--- config.mk ---
export PLATFORM = sky130hd
export DESIGN_NAME = dcnt_timer
export DESIGN_NICKNAME = d
export VERILOG_FILES = /design/src/rtl/dtmr_pkg.sv /design/src/rtl/dtmr_count.sv /design/src/rtl/dtmr_irq.sv /design/src/rtl/dtmr_regs.sv /design/src/rtl/dcnt_timer.sv
export SDC_FILE = /design/constraint.sdc
export NUM_CORES = 1
export LEC_CHECK = 0
export BUFFER_PORTS_ARGS = -buffer_cell sky130_fd_sc_hd__clkbuf_2
export CORE_MARGIN = 2
export CORE_UTILIZATION = 40
export DETAILED_ROUTE_END_ITERATION = 6
export PLACE_DENSITY = 0.61
export SLEW_MARGIN = 20
export SYNTH_ARGS = -nofsm -noshare
export SYNTH_HDL_FRONTEND = slang
export SYNTH_SLANG_ARGS = --single-unit
--- constraint.sdc ---
create_clock -name clk_i -period 5.45 [get_ports clk_i]
set_input_delay 0.8175 -clock clk_i [delete_from_list [all_inputs] [get_ports clk_i]]
set_output_delay 0.8175 -clock clk_i [all_outputs]
set_load 0.1 [all_outputs]
--- src/rtl/dtmr_pkg.sv ---
package dtmr_pkg;
    typedef enum logic [1:0] {
        SEL_RELOAD = 2'd0,
        SEL_COUNT  = 2'd1,
        SEL_CTRL   = 2'd2,
        SEL_INTR   = 2'd3
    } reg_sel_e;

    localparam int CTL_RUN_BIT    = 0;
    localparam int CTL_PRESET_BIT = 1;
    localparam int CTL_MODE_BIT   = 4;
    localparam int INT_FLAG_BIT   = 0;
    localparam int INT_EN_BIT     = 8;
endpackage

--- src/rtl/dtmr_count.sv ---
module dtmr_count #(
    parameter int DW = 16
) (
    input  logic          clk_i,
    input  logic          rst_ni,
    input  logic          tick_i,
    input  logic          run_i,
    input  logic          mode_i,
    input  logic          preset_i,
    input  logic [DW-1:0] reload_i,
    output logic [DW-1:0] cnt_o,
    output logic          uf_evt_o,
    output logic          uf_o,
    output logic          os_stop_o
);
    typedef struct packed {
        logic [DW-1:0] cnt;
        logic          uf;
    } cnt_st_t;

    cnt_st_t st_d, st_q;
    logic    evt;

    always_comb begin
        st_d    = st_q;
        st_d.uf = 1'b0;
        evt     = 1'b0;
        if (preset_i) begin
            st_d.cnt = reload_i;
        end else if (run_i && tick_i) begin
            if (st_q.cnt == '0) begin
                st_d.cnt = reload_i;
                st_d.uf  = 1'b1;
                evt      = 1'b1;
            end else begin
                st_d.cnt = st_q.cnt - 1'b1;
            end
        end
    end

    always_ff @(posedge clk_i or negedge rst_ni) begin
        if (!rst_ni) st_q <= '0;
        else         st_q <= st_d;
    end

    assign cnt_o     = st_q.cnt;
    assign uf_o      = st_q.uf;
    assign uf_evt_o  = evt;
    assign os_stop_o = evt & mode_i;
endmodule

--- src/rtl/dtmr_irq.sv ---
module dtmr_irq
    import dtmr_pkg::*;
#(
    parameter int DW = 16
) (
    input  logic          clk_i,
    input  logic          rst_ni,
    input  logic          int_wr_i,
    input  logic [DW-1:0] wdata_i,
    input  logic          uf_evt_i,
    output logic          ie_o,
    output logic          flag_o,
    output logic          irq_o
);
    typedef struct packed {
        logic ie;
        logic flag;
    } irq_st_t;

    irq_st_t st_d, st_q;

    always_comb begin
        st_d = st_q;
        if (int_wr_i) begin
            st_d.ie = wdata_i[INT_EN_BIT];
            if (wdata_i[INT_FLAG_BIT]) st_d.flag = 1'b0;
        end
        if (uf_evt_i) st_d.flag = 1'b1;
    end

    always_ff @(posedge clk_i or negedge rst_ni) begin
        if (!rst_ni) st_q <= '0;
        else         st_q <= st_d;
    end

    assign ie_o   = st_q.ie;
    assign flag_o = st_q.flag;
    assign irq_o  = st_q.flag & st_q.ie;
endmodule

--- src/rtl/dtmr_regs.sv ---
module dtmr_regs
    import dtmr_pkg::*;
#(
    parameter int DW = 16
) (
    input  logic          clk_i,
    input  logic          rst_ni,
    input  logic          wr_en_i,
    input  logic          rd_en_i,
    input  logic [1:0]    addr_i,
    input  logic [DW-1:0] wdata_i,
    input  logic [DW-1:0] cnt_i,
    input  logic          ie_i,
    input  logic          flag_i,
    input  logic          os_stop_i,
    output logic [DW-1:0] reload_o,
    output logic          run_o,
    output logic          mode_o,
    output logic          preset_o,
    output logic          int_wr_o,
    output logic [DW-1:0] rdata_o
);
    typedef struct packed {
        logic [DW-1:0] reload;
        logic          run;
        logic          mode;
        logic [DW-1:0] rdata;
    } reg_st_t;

    reg_st_t       st_d, st_q;
    reg_sel_e      sel;
    logic          wr_reload, wr_ctrl, wr_intr;
    logic [DW-1:0] ctrl_word, intr_word;

    assign sel       = reg_sel_e'(addr_i);
    assign wr_reload = wr_en_i && (sel == SEL_RELOAD);
    assign wr_ctrl   = wr_en_i && (sel == SEL_CTRL);
    assign wr_intr   = wr_en_i && (sel == SEL_INTR);

    always_comb begin
        ctrl_word               = '0;
        ctrl_word[CTL_RUN_BIT]  = st_q.run;
        ctrl_word[CTL_MODE_BIT] = st_q.mode;
        intr_word               = '0;
        intr_word[INT_FLAG_BIT] = flag_i;
        intr_word[INT_EN_BIT]   = ie_i;
    end

    always_comb begin
        st_d = st_q;
        if (wr_reload) st_d.reload = wdata_i;
        if (os_stop_i) st_d.run = 1'b0;
        if (wr_ctrl) begin
            st_d.run  = wdata_i[CTL_RUN_BIT];
            st_d.mode = wdata_i[CTL_MODE_BIT];
        end
        if (rd_en_i) begin
            unique case (sel)
                SEL_RELOAD: st_d.rdata = st_q.reload;
                SEL_COUNT:  st_d.rdata = cnt_i;
                SEL_CTRL:   st_d.rdata = ctrl_word;
                SEL_INTR:   st_d.rdata = intr_word;
                default:    st_d.rdata = '0;
            endcase
        end
    end

    always_ff @(posedge clk_i or negedge rst_ni) begin
        if (!rst_ni) st_q <= '0;
        else         st_q <= st_d;
    end

    assign reload_o = st_q.reload;
    assign run_o    = st_q.run;
    assign mode_o   = st_q.mode;
    assign preset_o = wr_ctrl & wdata_i[CTL_PRESET_BIT];
    assign int_wr_o = wr_intr;
    assign rdata_o  = st_q.rdata;
endmodule

--- src/rtl/dcnt_timer.sv ---
module dcnt_timer #(
    parameter int DW = 16
) (
    input  logic          clk_i,
    input  logic          rst_ni,
    input  logic          tick_i,
    input  logic          wr_en_i,
    input  logic          rd_en_i,
    input  logic [1:0]    addr_i,
    input  logic [DW-1:0] wdata_i,
    output logic [DW-1:0] rdata_o,
    output logic          underflow_o,
    output logic          irq_o
);
    logic [DW-1:0] reload_w, cnt_w;
    logic          run_w, mode_w, preset_w, int_wr_w;
    logic          uf_evt_w, os_stop_w, ie_w, flag_w;

    dtmr_regs #(.DW(DW)) u_regs (
        .clk_i     (clk_i),
        .rst_ni    (rst_ni),
        .wr_en_i   (wr_en_i),
        .rd_en_i   (rd_en_i),
        .addr_i    (addr_i),
        .wdata_i   (wdata_i),
        .cnt_i     (cnt_w),
        .ie_i      (ie_w),
        .flag_i    (flag_w),
        .os_stop_i (os_stop_w),
        .reload_o  (reload_w),
        .run_o     (run_w),
        .mode_o    (mode_w),
        .preset_o  (preset_w),
        .int_wr_o  (int_wr_w),
        .rdata_o   (rdata_o)
    );

    dtmr_count #(.DW(DW)) u_count (
        .clk_i     (clk_i),
        .rst_ni    (rst_ni),
        .tick_i    (tick_i),
        .run_i     (run_w),
        .mode_i    (mode_w),
        .preset_i  (preset_w),
        .reload_i  (reload_w),
        .cnt_o     (cnt_w),
        .uf_evt_o  (uf_evt_w),
        .uf_o      (underflow_o),
        .os_stop_o (os_stop_w)
    );

    dtmr_irq #(.DW(DW)) u_irq (
        .clk_i    (clk_i),
        .rst_ni   (rst_ni),
        .int_wr_i (int_wr_w),
        .wdata_i  (wdata_i),
        .uf_evt_i (uf_evt_w),
        .ie_o     (ie_w),
        .flag_o   (flag_w),
        .irq_o    (irq_o)
    );
endmodule

---- Word level (Yosys, flattened, before mapping) ----
Index checks and enable logic that the tools add are counted.
storage, ports and cells
  logic and storage cells ................. 39
  bits of input ports ..................... 23
  output and inout port bits .............. 18
  bits in registers ....................... 53
cells by class
  reductions and logical operators ........ 11
  add/subtract/negate cells ............... 1
  bitwise gates (word level) .............. 3
  muxes and demuxes ....................... 13
  eq/ne operators ......................... 3
operators by type and width
  cell                   number
  $pmux 16 s4            1
  $mux 16                2
  $mux 17                1
  $logic_not 16->1       1
  $sub 16x1->16 const B  1
  $mux 1                 8
  $reduce_bool 2->1      4
  $eq 2x2->1 const B     2
  $logic_and 1x1->1      4
  $and 1x1->1            3
  $eq 2x1->1 const B     1
  $logic_not 2->1        1
  $mux 2                 1
  $reduce_and 2->1       1

---- Depth between registers and ports, before layout ----
  depth in word-level cells ............... 7
  gate-level depth with buffers ........... 8
  depth with buffers taken out ............ 7

---- Modules after synthesis ----
From an unflattened synthesis, not the netlist that was laid out.
second synthesis, totals
  cells, all modules ...................... 259
  area total of the unflattened synthesis .. 2882.8 um2
by module, submodules not included
  module      times used  area an instance (um2)  sequential area each (um2)  cells an instance
  dtmr_regs   1           1562.7                  850.8                       119
  dtmr_count  1           1237.4                  425.4                       134
  dtmr_irq    1           82.6                    50.0                        6

---- Least setup slack after synthesis ----
Ideal clock, no wire load.
  path kind ............................... input -> register
  start point ............................. input port addr_i[1]
  end point ............................... register u_regs.st_q (netlist bit u_regs.reload_o[10])
  data arrival time ....................... 2064 ps
  path slack .............................. 3261 ps
  data required time ...................... 5325 ps
  buffers on the path ..................... 3
  setup time .............................. 125 ps
  stages .................................. 6
  cell sequence ........................... clkbuf_1 -> nor2_1 -> and2_1 -> clkbuf_1 -> buf_2 -> mux2_2
between the ends
  word-level cells in the longest chain between the ends .. 2
RTL lines
  what                  RTL line         source
  start, declared       dcnt_timer.sv:9  input logic [1:0] addr_i,
  $logic_not 2->1       dtmr_regs.sv:36  assign wr_reload = wr_en_i && (sel == SEL_RELOAD);
  $logic_and 1x1->1     dtmr_regs.sv:36
  end signal, assigned  dtmr_regs.sv:70  else st_q <= st_d;
  end, declared         dtmr_regs.sv:30  reg_st_t st_d, st_q;
Every way passes these cells.
A chain may end at the register's enable or synchronous reset.

---- Worst setup path in the final report ----
  start point ............................. input port addr_i[0]
  end point ............................... register u_count.st_q (netlist bit u_count.cnt_o[10])
between the ends
  word-level cells in the longest chain between the ends .. 4
  elaborated cells between the ends (all ways) .. 5
  classes of those cells .................. eq/ne: 1; mux: 1; bitwise: 1; reduce/logical: 2
RTL lines
  what                                                 RTL line          source
  $eq 2x2->1 *                                         dtmr_regs.sv:37   assign wr_ctrl = wr_en_i && (sel == SEL_CTRL);
  $logic_and 1x1->1 *                                  dtmr_regs.sv:37
  $and 1x1->1 *                                        dtmr_regs.sv:76   assign preset_o = wr_ctrl & wdata_i[CTL_PRESET_BIT];
  $mux 16 / $reduce_bool 2->1 (equally long branches)  -
  end signal, assigned                                 dtmr_count.sv:43  else st_q <= st_d;
  end, declared                                        dtmr_count.sv:21  cnt_st_t st_d, st_q;
Mark *: on every way between the ends. The rest lies on a longest branch, timed or not.

==> reports/metrics.yaml <==
status:
  status: "completed"
yosys:
  ys_seq_area_share_pct: 48.9
  synth_seq_cells: 53
  async_flop_share_pct: 100
  synth_edf_count: 0
  synth_mux_area_share_pct: 14.8
  synth-simple-area-share_pct: 16.1
  yosys-top-cells-area: "dfrtp_1, mux2_2, mux2i_1, o22ai_1, nand2_1"
  synth_ff_type: "dfrtp_1"
  syn-cell-area_mm2: 0.00271
  synth_top_family_by_area: "simple AND/OR/NAND/NOR gates"
  syn_nets: 287
  synthCells: 262
  yosys_warnings: 0
  yosysTopAreaCell: "dfrtp_1"
  synth_area_per_cell_um2: 10.4
  synth_xor_xnor_area_share_pct: 0.646
  synth_cell_types: 52
  synth_top_area_share_pct: 48.9
  yosys.area_share.adder_pct: 0.923
  synth_compound_gate_area_share_pct: 14.0
floorplanning:
  pin_count: 41
  coreArea_mm2: 0.00668
  die_height_um: 86.4
  die_x_um: 86.4
  row_count: 30
  die_area_mm2: 0.00746
  initial_core_util_pct: 40.6
sta:
  finClkSkew_ns: 0.00825
  hold_viol_final: 0
  max_freq_mhz: 346
  fin_ws_ns: 2.56
  relSlewSlack_pct: 43.5
  tightest_slew_ns: 0.847
  min_period_ns: 2.89
  finalSetupViolCount: 0
  rsz0062_at_grt: "false"
  slew_viol_final: 0
  fin_setup_tns_ns: 0
  fin_crit_sh_pct: 53.0
drt:
  ant_nets: 0
  drt_first_pass_iters: 4
  finalWirelength_um: 6080
  vias: 2061
  via_per_inst: 5.45
  drt_iter0_drc: 138
  drc: 0
  wl_per_cell_um: 16.1
global_route:
  grt_max_degree: 54
  grt_pass1_wl_um: 10300
  grt_pass1_vias: 1970
  antenna_found_initial: 0
  grt_use_total_pct: 17.7
  grt-ovfl-total: 0
critical_path:
  reg2regPathDepth: 8
  cpMaxStageDelayCell: "clkbuf_2"
  r2r_end: "u_count.cnt_o[6]"
  worstPathArrival_ns: 3.09
  endpoint: "u_count.cnt_o[10]"
  r2r_start: "u_count.cnt_o[0]"
  cp_cell_sequence: "clkbuf_2, and3b_1, nand2_1, o21ai_0, buf_4, a221o_2"
  r2r_slack_ns: 3.18
  startpoint: "addr_i[0]"
  end_kind: "flop"
  cp_max_fo: 21
  critical_path_class: "input port to flop"
  critPathLaunchType: "input port"
  cp.required_ns: 5.65
  max_stage_delay_ns: 0.47
power:
  p_int_mw: 0.750
  p_leak_nw: 1.37
  switching_power_mw: 0.551
  comb_power_share_pct: 34.5
  powerDensity_mw_per_mm2: 425
  clockPowerShare_pct: 18.6
  max-vdd-ir-drop_uv: 166
  p_sw_share_pct: 42.4
  power_frac_seq_pct: 46.9
clock_network:
  clk_pin_slew_ns: 0.09
  cts_tree: "yes"
  ctsResizeCount: 0
  cts_max_level: 2
  post_cts_buffers: 0
  clock_path_buffers: 2
  numCtsBuffers: 5
  root_buffer: "clkbuf_8"
  clock_sinks: 53
  cts_hold_buf: 0
  clkLatencyLatePin_ns: 0.31
placement:
  place_worst_setup_slack_ns: 2.23
  io_buffers: 40
  placed_area_mm2: 0.00296
  dp_hpwl_um: 4250
  gp_congestion: 0.895
hold_path:
  worstHoldPathType: "flop to flop"
flow_run:
  max-cap-violations: 0
cells_and_area:
  drive_gt1_share_pct: 26.5
  num_antenna_cells: 0
  syn_to_final_growth_pct: 12.9
  nets: 322
  finalInstanceArea_mm2: 0.00306
==> registers in the layout, indices dropped and copies added, names as in the netlist <==
| name | flops |
|---|---|
| u_irq.ie_o | 1 |
| u_irq.flag_o | 1 |
| u_regs.rdata_o | 16 |
| u_regs.reload_o | 16 |
| u_regs.run_o | 1 |
| u_regs.mode_o | 1 |
| u_count.cnt_o | 16 |
| u_count.uf_o | 1 |
==> per-stage QoR <==
stage | util (%) | power [mW] | std cells | hold slack (ns)
final | 45.8 | 1.30 | 378 | 0.519
after global placement | 44.3 | 1.06 | 370 | 0.493
after global routing | 45.8 | 1.39 | 378 | 0.553
after floorplan | - | 0.960 | 262 | 0.456
after detailed placement | 44.3 | 1.07 | 370 | 0.500
after CTS | 45.8 | 1.31 | 378 | 0.522
==> how the worst min path moves through the flow <==
stage / startpoint / cells after the start / slack (ns) / end
after floorplan: u_irq.flag_o / 1 / 0.46 / u_irq.flag_o
after global placement: u_regs.reload_o[5] / 2 / 0.49 / u_count.cnt_o[5]
after detailed placement: u_regs.reload_o[5] / 2 / 0.50 / u_count.cnt_o[5]
after CTS: u_regs.reload_o[5] / 2 / 0.52 / u_count.cnt_o[5]
after global routing: u_irq.flag_o / 1 / 0.55 / u_irq.flag_o
final: u_regs.rdata_o[0] / 1 / 0.52 / u_regs.rdata_o[0]
==> cell usage in the layout, fill, tap and decap left out, drive strengths merged, types with 2 or more instances in the layout <==
cell type | synthesis | routed
o22ai | 15 | 15
a21oi | 12 | 12
ha | 2 | 2
mux2 | 20 | 20
mux2i | 15 | 15
o21ai | 14 | 14
nand4 | 3 | 3
clkbuf | 7 | 47
nand3 | 5 | 5
a221o | 2 | 2
nor3b | 2 | 2
inv | 16 | 16
dfrtp | 53 | 53
xnor2 | 2 | 2
nor2 | 16 | 16
a32oi | 2 | 2
buf | 7 | 2
and2 | 6 | 6
a31oi | 4 | 4
nor3 | 11 | 11
nand2 | 23 | 23
nor4 | 2 | 2
a21o | 2 | 2
==> critical path, delay by kind of cell <==
kind / cells / cell delay (ns)
buffers and inverters: 2 / 0.75
AO/OA/AOI/OAI: 2 / 0.78
AND/OR/NAND/NOR: 2 / 0.73
==> power groups by stage <==
stage	logic (mW)	registers, mW	clock network [mW]
floorplan	0.229	0.731	0
global placement	0.444	0.616	0
detailed placement	0.448	0.618	0
CTS	0.450	0.610	0.250
global route	0.488	0.628	0.270
finish	0.449	0.610	0.242
==> area by class of cell <==
cell class                 instances  area (um^2)
tap                               80          100
sequential                        53         1330
fill                             661         3620
inverter                          16         60.1
timing repair buffer              42          215
clock inverter                     1         5.00
clock buffer                       7         96.3
multi-input combinational        179         1260
==> cell usage after synthesis, types with 2 or more instances <==
master,count
a31oi_1,4
o21ai_0,12
a21oi_1,12
o21ai_1,2
mux2i_1,15
nor3_1,10
nor2_1,16
buf_2,4
o22ai_1,15
xnor2_1,2
and2_1,6
inv_1,16
buf_1,2
ha_1,2
a21o_1,2
a32oi_1,2
dfrtp_1,53
nand2_1,23
mux2_2,20
clkbuf_2,2
clkbuf_1,5
nand3_1,5
nand4_1,3
==> cells by family (layout without fill, tap and decap cells) <==
logic type / after synthesis / after routing
AOI/OAI and AO/OA: 60 / 60
adders and majority gates: 2 / 2
xor gates and xnor gates: 2 / 2
muxes: 36 / 36
and+or+nand+nor: 79 / 79
buffers and inverters: 30 / 66
DFF: 53 / 53
==> metal layers <==
layer	routed length (um)	GRT usage, %	up-vias
li1	-	-	1023
met1	2990	25.4	994
met2	2810	27.2	36
met3	210	3.52	8
met4	81	5.26	0
met5	0	0	-
(Power assumes the default switching activity.)
